$ cat src/rtl/nanchk_pkg.sv
package nanchk_pkg;

    localparam int SP_EXP  = 8;
    localparam int SP_FRAC = 23;
    localparam int DP_EXP  = 11;
    localparam int DP_FRAC = 52;
    localparam int WORD_W  = 1 + DP_EXP + DP_FRAC;
    localparam int SP_W    = 1 + SP_EXP + SP_FRAC;

    typedef enum logic [2:0] {
        OP_ARITH = 3'd0,
        OP_XFER  = 3'd1,
        OP_COPY  = 3'd2,
        OP_ABS   = 3'd3,
        OP_NEG   = 3'd4
    } op_cls_e;

    typedef enum logic [1:0] {
        V_PROCEED = 2'd0,
        V_DEFNAN  = 2'd1,
        V_TRAP    = 2'd2
    } verdict_e;

    typedef struct packed {
        logic is_nan;
        logic is_snan;
        logic is_qnan;
        logic is_inf;
    } opnd_cls_t;

    typedef struct packed {
        logic ftz;
        logic dnan;
        logic inv_te;
        logic any_te;
        logic fast;
    } ctl_t;

    function automatic logic [WORD_W-1:0] canon_nan(input logic dbl);
        logic [WORD_W-1:0] r;
        r = '0;
        if (dbl) begin
            r[WORD_W-2 -: DP_EXP] = '1;
            r[DP_FRAC-1]          = 1'b1;
        end else begin
            r[SP_W-2 -: SP_EXP]   = '1;
            r[SP_FRAC-1]          = 1'b1;
        end
        return r;
    endfunction

    function automatic logic [WORD_W-1:0] narrow(input logic [WORD_W-1:0] v,
                                                 input logic dbl);
        return dbl ? v : {{(WORD_W-SP_W){1'b0}}, v[SP_W-1:0]};
    endfunction

    function automatic logic [WORD_W-1:0] sign_move(input logic [WORD_W-1:0] v,
                                                    input logic dbl,
                                                    input op_cls_e op);
        logic [WORD_W-1:0] r;
        r = narrow(v, dbl);
        if (dbl) begin
            if (op == OP_ABS)      r[WORD_W-1] = 1'b0;
            else if (op == OP_NEG) r[WORD_W-1] = ~r[WORD_W-1];
        end else begin
            if (op == OP_ABS)      r[SP_W-1] = 1'b0;
            else if (op == OP_NEG) r[SP_W-1] = ~r[SP_W-1];
        end
        return r;
    endfunction

endpackage

$ cat src/rtl/nanchk_classify.sv
module nanchk_classify
    import nanchk_pkg::*;
(
    input  logic [WORD_W-1:0] val,
    input  logic              dbl,
    output opnd_cls_t         cls
);
    logic [SP_EXP-1:0]  s_exp;
    logic [SP_FRAC-1:0] s_frac;
    logic [DP_EXP-1:0]  d_exp;
    logic [DP_FRAC-1:0] d_frac;
    logic exp_ones, frac_nz, frac_msb;

    assign s_exp  = val[SP_W-2 -: SP_EXP];
    assign s_frac = val[SP_FRAC-1:0];
    assign d_exp  = val[WORD_W-2 -: DP_EXP];
    assign d_frac = val[DP_FRAC-1:0];

    always_comb begin
        if (dbl) begin
            exp_ones = &d_exp;
            frac_nz  = |d_frac;
            frac_msb = d_frac[DP_FRAC-1];
        end else begin
            exp_ones = &s_exp;
            frac_nz  = |s_frac;
            frac_msb = s_frac[SP_FRAC-1];
        end
        cls.is_nan  = exp_ones & frac_nz;
        cls.is_snan = exp_ones & frac_nz & ~frac_msb;
        cls.is_qnan = exp_ones & frac_msb;
        cls.is_inf  = exp_ones & ~frac_nz;
    end
endmodule

$ cat src/rtl/nanchk_status.sv
module nanchk_status
    import nanchk_pkg::*;
#(
    parameter int STAT_W   = 32,
    parameter int FLAG_BIT = 0,
    parameter int TE_LO    = 8,
    parameter int N_TE     = 5,
    parameter int FTZ_BIT  = 24,
    parameter int DN_BIT   = 25
) (
    input  logic              clk,
    input  logic              rst,
    input  logic              wr,
    input  logic [STAT_W-1:0] wdata,
    input  logic              set_flag,
    output logic [STAT_W-1:0] q,
    output ctl_t              ctl
);
    localparam logic [STAT_W-1:0] ONE  = STAT_W'(1);
    localparam logic [STAT_W-1:0] MASK = (ONE << FLAG_BIT)
                                       | (((ONE << N_TE) - ONE) << TE_LO)
                                       | (ONE << FTZ_BIT)
                                       | (ONE << DN_BIT);

    logic [STAT_W-1:0] nxt;

    always_comb begin
        nxt = wr ? (wdata & MASK) : q;
        if (set_flag) nxt[FLAG_BIT] = 1'b1;
    end

    always_ff @(posedge clk) begin
        if (rst) q <= '0;
        else     q <= nxt;
    end

    always_comb begin
        ctl.ftz    = q[FTZ_BIT];
        ctl.dnan   = q[DN_BIT];
        ctl.inv_te = q[TE_LO];
        ctl.any_te = |q[TE_LO +: N_TE];
        ctl.fast   = q[FTZ_BIT] & q[DN_BIT] & ~(|q[TE_LO +: N_TE]);
    end
endmodule

$ cat src/rtl/nanchk_decide.sv
module nanchk_decide
    import nanchk_pkg::*;
(
    input  op_cls_e           op,
    input  logic              dbl,
    input  logic              two_op,
    input  logic [WORD_W-1:0] opa,
    input  opnd_cls_t         cls_a,
    input  opnd_cls_t         cls_b,
    input  ctl_t              ctl,
    output verdict_e          verdict,
    output logic [WORD_W-1:0] res,
    output logic              raise_inv
);
    logic any_nan, any_snan, arith;

    assign arith    = (op == OP_ARITH);
    assign any_nan  = cls_a.is_nan  | (two_op & cls_b.is_nan);
    assign any_snan = cls_a.is_snan | (two_op & cls_b.is_snan);

    always_comb begin
        verdict   = V_PROCEED;
        res       = narrow(opa, dbl);
        raise_inv = arith & any_snan;
        if (!arith) begin
            res = sign_move(opa, dbl, op);
        end else if (any_nan) begin
            if (ctl.fast) begin
                verdict = V_DEFNAN;
                res     = canon_nan(dbl);
            end else if (!ctl.dnan) begin
                verdict = V_TRAP;
            end else if (any_snan && ctl.inv_te) begin
                verdict = V_TRAP;
            end else begin
                verdict = V_DEFNAN;
                res     = canon_nan(dbl);
            end
        end
    end
endmodule

$ cat src/rtl/nan_precheck.sv
module nan_precheck
    import nanchk_pkg::*;
#(
    parameter int STAT_W   = 32,
    parameter int FLAG_BIT = 0,
    parameter int TE_LO    = 8,
    parameter int N_TE     = 5,
    parameter int FTZ_BIT  = 24,
    parameter int DN_BIT   = 25,
    parameter int N_OPND   = 2
) (
    input  logic              clk,
    input  logic              rst,
    input  logic              in_valid,
    input  logic [2:0]        op_class,
    input  logic              is_double,
    input  logic              two_op,
    input  logic [63:0]       opa,
    input  logic [63:0]       opb,
    input  logic              stat_wr,
    input  logic [STAT_W-1:0] stat_wdata,
    output logic              out_valid,
    output logic [1:0]        verdict,
    output logic [63:0]       res_data,
    output logic [STAT_W-1:0] stat_rd,
    output logic              fast_mode
);
    logic [WORD_W-1:0] opnd [N_OPND];
    opnd_cls_t         cls  [N_OPND];
    ctl_t              ctl;
    op_cls_e           op_e;
    verdict_e          v_d;
    logic [WORD_W-1:0] res_d;
    logic              raise_d;

    assign opnd[0] = opa;
    assign opnd[1] = opb;

    always_comb begin
        if (op_class <= 3'd4) op_e = op_cls_e'(op_class);
        else                  op_e = OP_XFER;
    end

    for (genvar g = 0; g < N_OPND; g++) begin : g_cls
        nanchk_classify u_cls (
            .val (opnd[g]),
            .dbl (is_double),
            .cls (cls[g])
        );
    end

    nanchk_status #(
        .STAT_W(STAT_W), .FLAG_BIT(FLAG_BIT), .TE_LO(TE_LO),
        .N_TE(N_TE), .FTZ_BIT(FTZ_BIT), .DN_BIT(DN_BIT)
    ) u_stat (
        .clk      (clk),
        .rst      (rst),
        .wr       (stat_wr),
        .wdata    (stat_wdata),
        .set_flag (in_valid & raise_d),
        .q        (stat_rd),
        .ctl      (ctl)
    );

    nanchk_decide u_dec (
        .op        (op_e),
        .dbl       (is_double),
        .two_op    (two_op),
        .opa       (opa),
        .cls_a     (cls[0]),
        .cls_b     (cls[1]),
        .ctl       (ctl),
        .verdict   (v_d),
        .res       (res_d),
        .raise_inv (raise_d)
    );

    assign fast_mode = ctl.fast;

    always_ff @(posedge clk) begin
        if (rst) begin
            out_valid <= 1'b0;
            verdict   <= V_PROCEED;
            res_data  <= '0;
        end else begin
            out_valid <= in_valid;
            if (in_valid) begin
                verdict  <= v_d;
                res_data <= res_d;
            end
        end
    end
endmodule

$ cat config.mk
export PLATFORM = sky130hd
export DESIGN_NAME = nan_precheck
export DESIGN_NICKNAME = d
export VERILOG_FILES = /design/src/rtl/nanchk_pkg.sv /design/src/rtl/nanchk_classify.sv /design/src/rtl/nanchk_status.sv /design/src/rtl/nanchk_decide.sv /design/src/rtl/nan_precheck.sv
export SDC_FILE = /design/constraint.sdc
export NUM_CORES = 1
export LEC_CHECK = 0
export ABC_AREA = 1
export BUFFER_PORTS_ARGS = -buffer_cell sky130_fd_sc_hd__buf_2
export CAP_MARGIN = 20
export CORE_UTILIZATION = 29
export CTS_BUF_LIST = sky130_fd_sc_hd__clkbuf_8
export CTS_CLUSTER_DIAMETER = 80
export CTS_CLUSTER_SIZE = 40
export DETAILED_ROUTE_END_ITERATION = 7
export PLACE_DENSITY_LB_ADDON = 0.12
export REMOVE_ABC_BUFFERS = 1
export SLEW_MARGIN = 20
export SYNTH_ARGS = -nofsm -noshare
export SYNTH_HDL_FRONTEND = slang
export SYNTH_SLANG_ARGS = --single-unit
$ cat constraint.sdc
create_clock -name clk -period 2.2 [get_ports clk]
set_clock_uncertainty 0.15 [all_clocks]
set_input_delay 0.44 -clock clk [delete_from_list [all_inputs] [get_ports clk]]
set_output_delay 0.44 -clock clk [all_outputs]
set_load 0.05 [all_outputs]
==> impl_metrics.csv <==
group,metric,value,unit
placed_design,place_congestion,0.7957,
global_route,antenna_found_initial,0,
timing,worstMarginPinSlew,0.5413,ns
global_route,grt-ovfl-total,0,
min_path,min_path_type,"in -> reg",
power_and_ir_drop,power.density,631.9,nW/µm²
synthesis,synth_ff_type,"dfxtp_1",
timing,drv_slew,0,
clocking,root_buffer,"clkbuf_8",
timing,setup_viol,1,
job,cap_violations,0,
timing,finalHoldViolCount,0,
clocking,htreeDepth,3,
run_status,outcome,"finished with violations",
final_layout,diodes,0,
detailed_routing,wirelength,11960,µm
floorplanning,placementRows,40,
worst_setup_path,path_class,"reg -> out",
worst_setup_path,r2r_slack,0.15,ns
worst_setup_path,r2r_start,"u_stat.q[8]",
power_and_ir_drop,power_frac_seq,43.7,%
final_layout,fill_cells,1348,
worst_setup_path,crit_path_start_kind,"register",
detailed_routing,wl_per_cell,12.16,µm
detailed_routing,num_vias,4298,
clocking,cts.reportedPaths.clkPinSlew,0.07,ns
power_and_ir_drop,swShare,33.86,%
placed_design,portBuffers,219,
timing,rsz0062_at_grt,"yes",
clocking,cts_tree,"yes",
final_layout,design_area,5301,µm²
clocking,cts_sinks,75,
power_and_ir_drop,power_frac_comb,24.4,%
placed_design,dp_hpwl,8990,µm
detailed_routing,drt_iter0_drc,204,
clocking,worstSkewPairLatency,0.36,ns
worst_setup_path,rr_endpoint,"res_data[52]",
power_and_ir_drop,p_switching,1.134,mW
worst_setup_path,critPathRequiredTime,1.61,ns
synthesis,yosysWarnings,0,
min_path,min_from,"stat_wdata[24]",
synthesis,netlist_instances,571,
synthesis,syn_area_per_cell,6.482,µm²
floorplanning,core_region_area,12210,µm²
min_path,hold_depth,3,
floorplanning,die_w,115.0,µm
detailed_routing,dr.pass1.iters,5,
detailed_routing,drc,0,
detailed_routing,ant_nets,0,
final_layout,final_layout_size_suffix_gt1_share,33.99,%
floorplanning,ioPinCount,269,
worst_setup_path,cp.arrival,1.69,ns
timing,max_clock_freq,439.0,MHz
placed_design,preCtsSetupSlack,-0.1131,ns
global_route,track_usage,18.53,%
worst_setup_path,crit_fanout,2,
synthesis,seq_area_frac_synth,40.57,%
floorplanning,dieArea,13220,µm²
final_layout,areaGrowthSynthToFinish,43.24,%
timing,layout_worst_path_cycle_share,103.5,%
clocking,ctsHoldBuffers,0,
final_layout,fin_nets,979,
timing,fin_crit,2.278,ns
floorplanning,start_util,30.31,%
detailed_routing,via_per_inst,4.372,
global_route,grt_max_degree,39,
clocking,cts_buffers,9,
synthesis,ys_seq_elements,75,
floorplanning,die_y,115.0,µm
timing,maxSlewHeadroom,63.87,%
global_route,grt_pass1_vias,4033,
power_and_ir_drop,p_leak,2.945,nW
synthesis,netlist_area,3701,µm²
worst_setup_path,cp-end-kind,"output pin",
min_path,worst_hold_path.endpoint,"u_stat.q[24]",
worst_setup_path,r2r_cells,10,
timing,setup_ws,-0.07790,ns
global_route,grt_pass1_wl,19110,µm
synthesis,synth_cell_types,30,
synthesis,synthArstFlopShare,0,%
run_status,violations,"setup timing",
clocking,clockBufferDepth,2,
timing,finalSetupTns,-0.07790,ns
power_and_ir_drop,internal_power,2.216,mW
synthesis,synth-edff-count,0,
power_and_ir_drop,p_clk_share,31.9,%
power_and_ir_drop,ir_drop,0.3728,mV
placed_design,post_dp_cell_area,5084,µm²
==> how the worst max path moves through the flow <==
stage	start	to	slack (ns)
5_1_grt	u_stat.q[8]	fast_mode	-0.13
3_3_place_gp	opa[8]	res_data[25]	-0.08
6_report	u_stat.q[8]	fast_mode	-0.08
4_1_cts	u_stat.q[8]	fast_mode	-0.10
2_1_floorplan	u_stat.q[8]	res_data[51]	-0.29
3_5_place_dp	opa[8]	res_data[29]	-0.11
==> logic make-up after synthesis <==
logic type / share of synthesized area (%)
AOI/OAI and AO/OA: 8.452
xor gates and xnor gates: 0.4734
buffers and inverters: 11.12
DFF: 40.57
muxes: 0.2705
other: 0.1013
and+or+nand+nor: 39.01
==> stage by stage <==
stage / cells / utilization (%) / hold WS (ns) / power (mW)
final: 983 / 43.41 / 0.1478 / 3.350
after CTS: 982 / 43.34 / 0.1250 / 3.404
after floorplan: 546 / - / 0.3591 / 1.993
after global routing: 983 / 43.41 / 0.1425 / 3.534
after global placement: 966 / 41.63 / 0.2805 / 2.307
after detailed placement: 966 / 41.63 / 0.2841 / 2.315
==> power groups by stage <==
stage	Combinational, mW	Sequential [mW]	Clock (mW)
after floorplan	0.256	1.74	0
after global placement	0.815	1.49	0
after detailed placement	0.821	1.49	0
after CTS	0.824	1.46	1.12
after global routing	0.888	1.47	1.17
final	0.819	1.46	1.07
==> layout make-up <==
cell class	count	area (µm²)	area share, %
Multi-Input combinational cell	438	1884	35.54
Sequential cell	75	1503	28.35
Timing Repair Buffer	253	1386	26.15
Tap cell	168	210.2	3.965
Clock buffer	10	137.6	2.596
Inverter	33	123.9	2.337
Clock inverter	6	56.30	1.062
==> layer usage <==
layer	part of all wire (%)	vias up	wire length (µm)	global-route usage [%]
li1	-	2241	-	-
met1	44	1898	5289	22.13
met2	47	145	5640	32.09
met3	7.1	14	849	5.008
met4	1.5	0	179	6.234
met5	0	-	0	0
==> placed cells by master, fill, tap and decap left out, drive strengths merged <==
master	netlist	final
a31oi	2	2
clkbuf	15	10
o21ai	22	22
nor2	79	79
a21boi	1	1
nand3b	2	2
or2	1	1
nand4	8	8
clkinvlp	0	1
nand3	53	53
bufinv	0	1
nand2	201	201
mux2i	1	1
o31ai	1	1
or4	1	1
xor2	2	2
clkinv	1	4
buf	33	253
a21oi	31	31
and3	2	2
dfxtp	75	75
and2	1	1
inv	32	33
o21a	1	1
conb	1	24
nor3	5	5
==> Yosys cell counts, types with 2 or more instances <==
cell / number / area share [%]
nand2_1: 201 / 20
nor2_1: 79 / 8.0
dfxtp_1: 75 / 41
nand3_1: 52 / 7.0
inv_1: 31 / 3.1
a21oi_1: 30 / 4.1
buf_4: 24 / 4.9
o21ai_0: 21 / 2.8
clkbuf_1: 15 / 1.5
buf_2: 8 / 1.1
nand4_1: 8 / 1.4
nor3_1: 5 / 0.68
a31oi_1: 2 / 0.34
and3_1: 2 / 0.34
nand3b_1: 2 / 0.41
xor2_1: 2 / 0.47
==> state kept, by name, summed over array words and instances (netlist names) <==
register,cells
out_valid,1
res_data,64
u_stat.q,8
verdict,2
==> worst max-delay path, stage by stage, from the launching register on <==
cell and delay [ns]:
dfxtp_1 0.32, or4_1 0.53, nor2_1 0.14, and3_4 0.20
buf_8 0.14
==> what timing repair did <==
action / in CTS / in global routing
pin swaps: 0 / 1
hold endpoints to repair: 0 / 0
setup endpoints to repair: 1 / 1
buffers inserted: 0 / 1
resized for setup: 4 / 1
No activity file was read; power rests on OpenSTA's default activity.
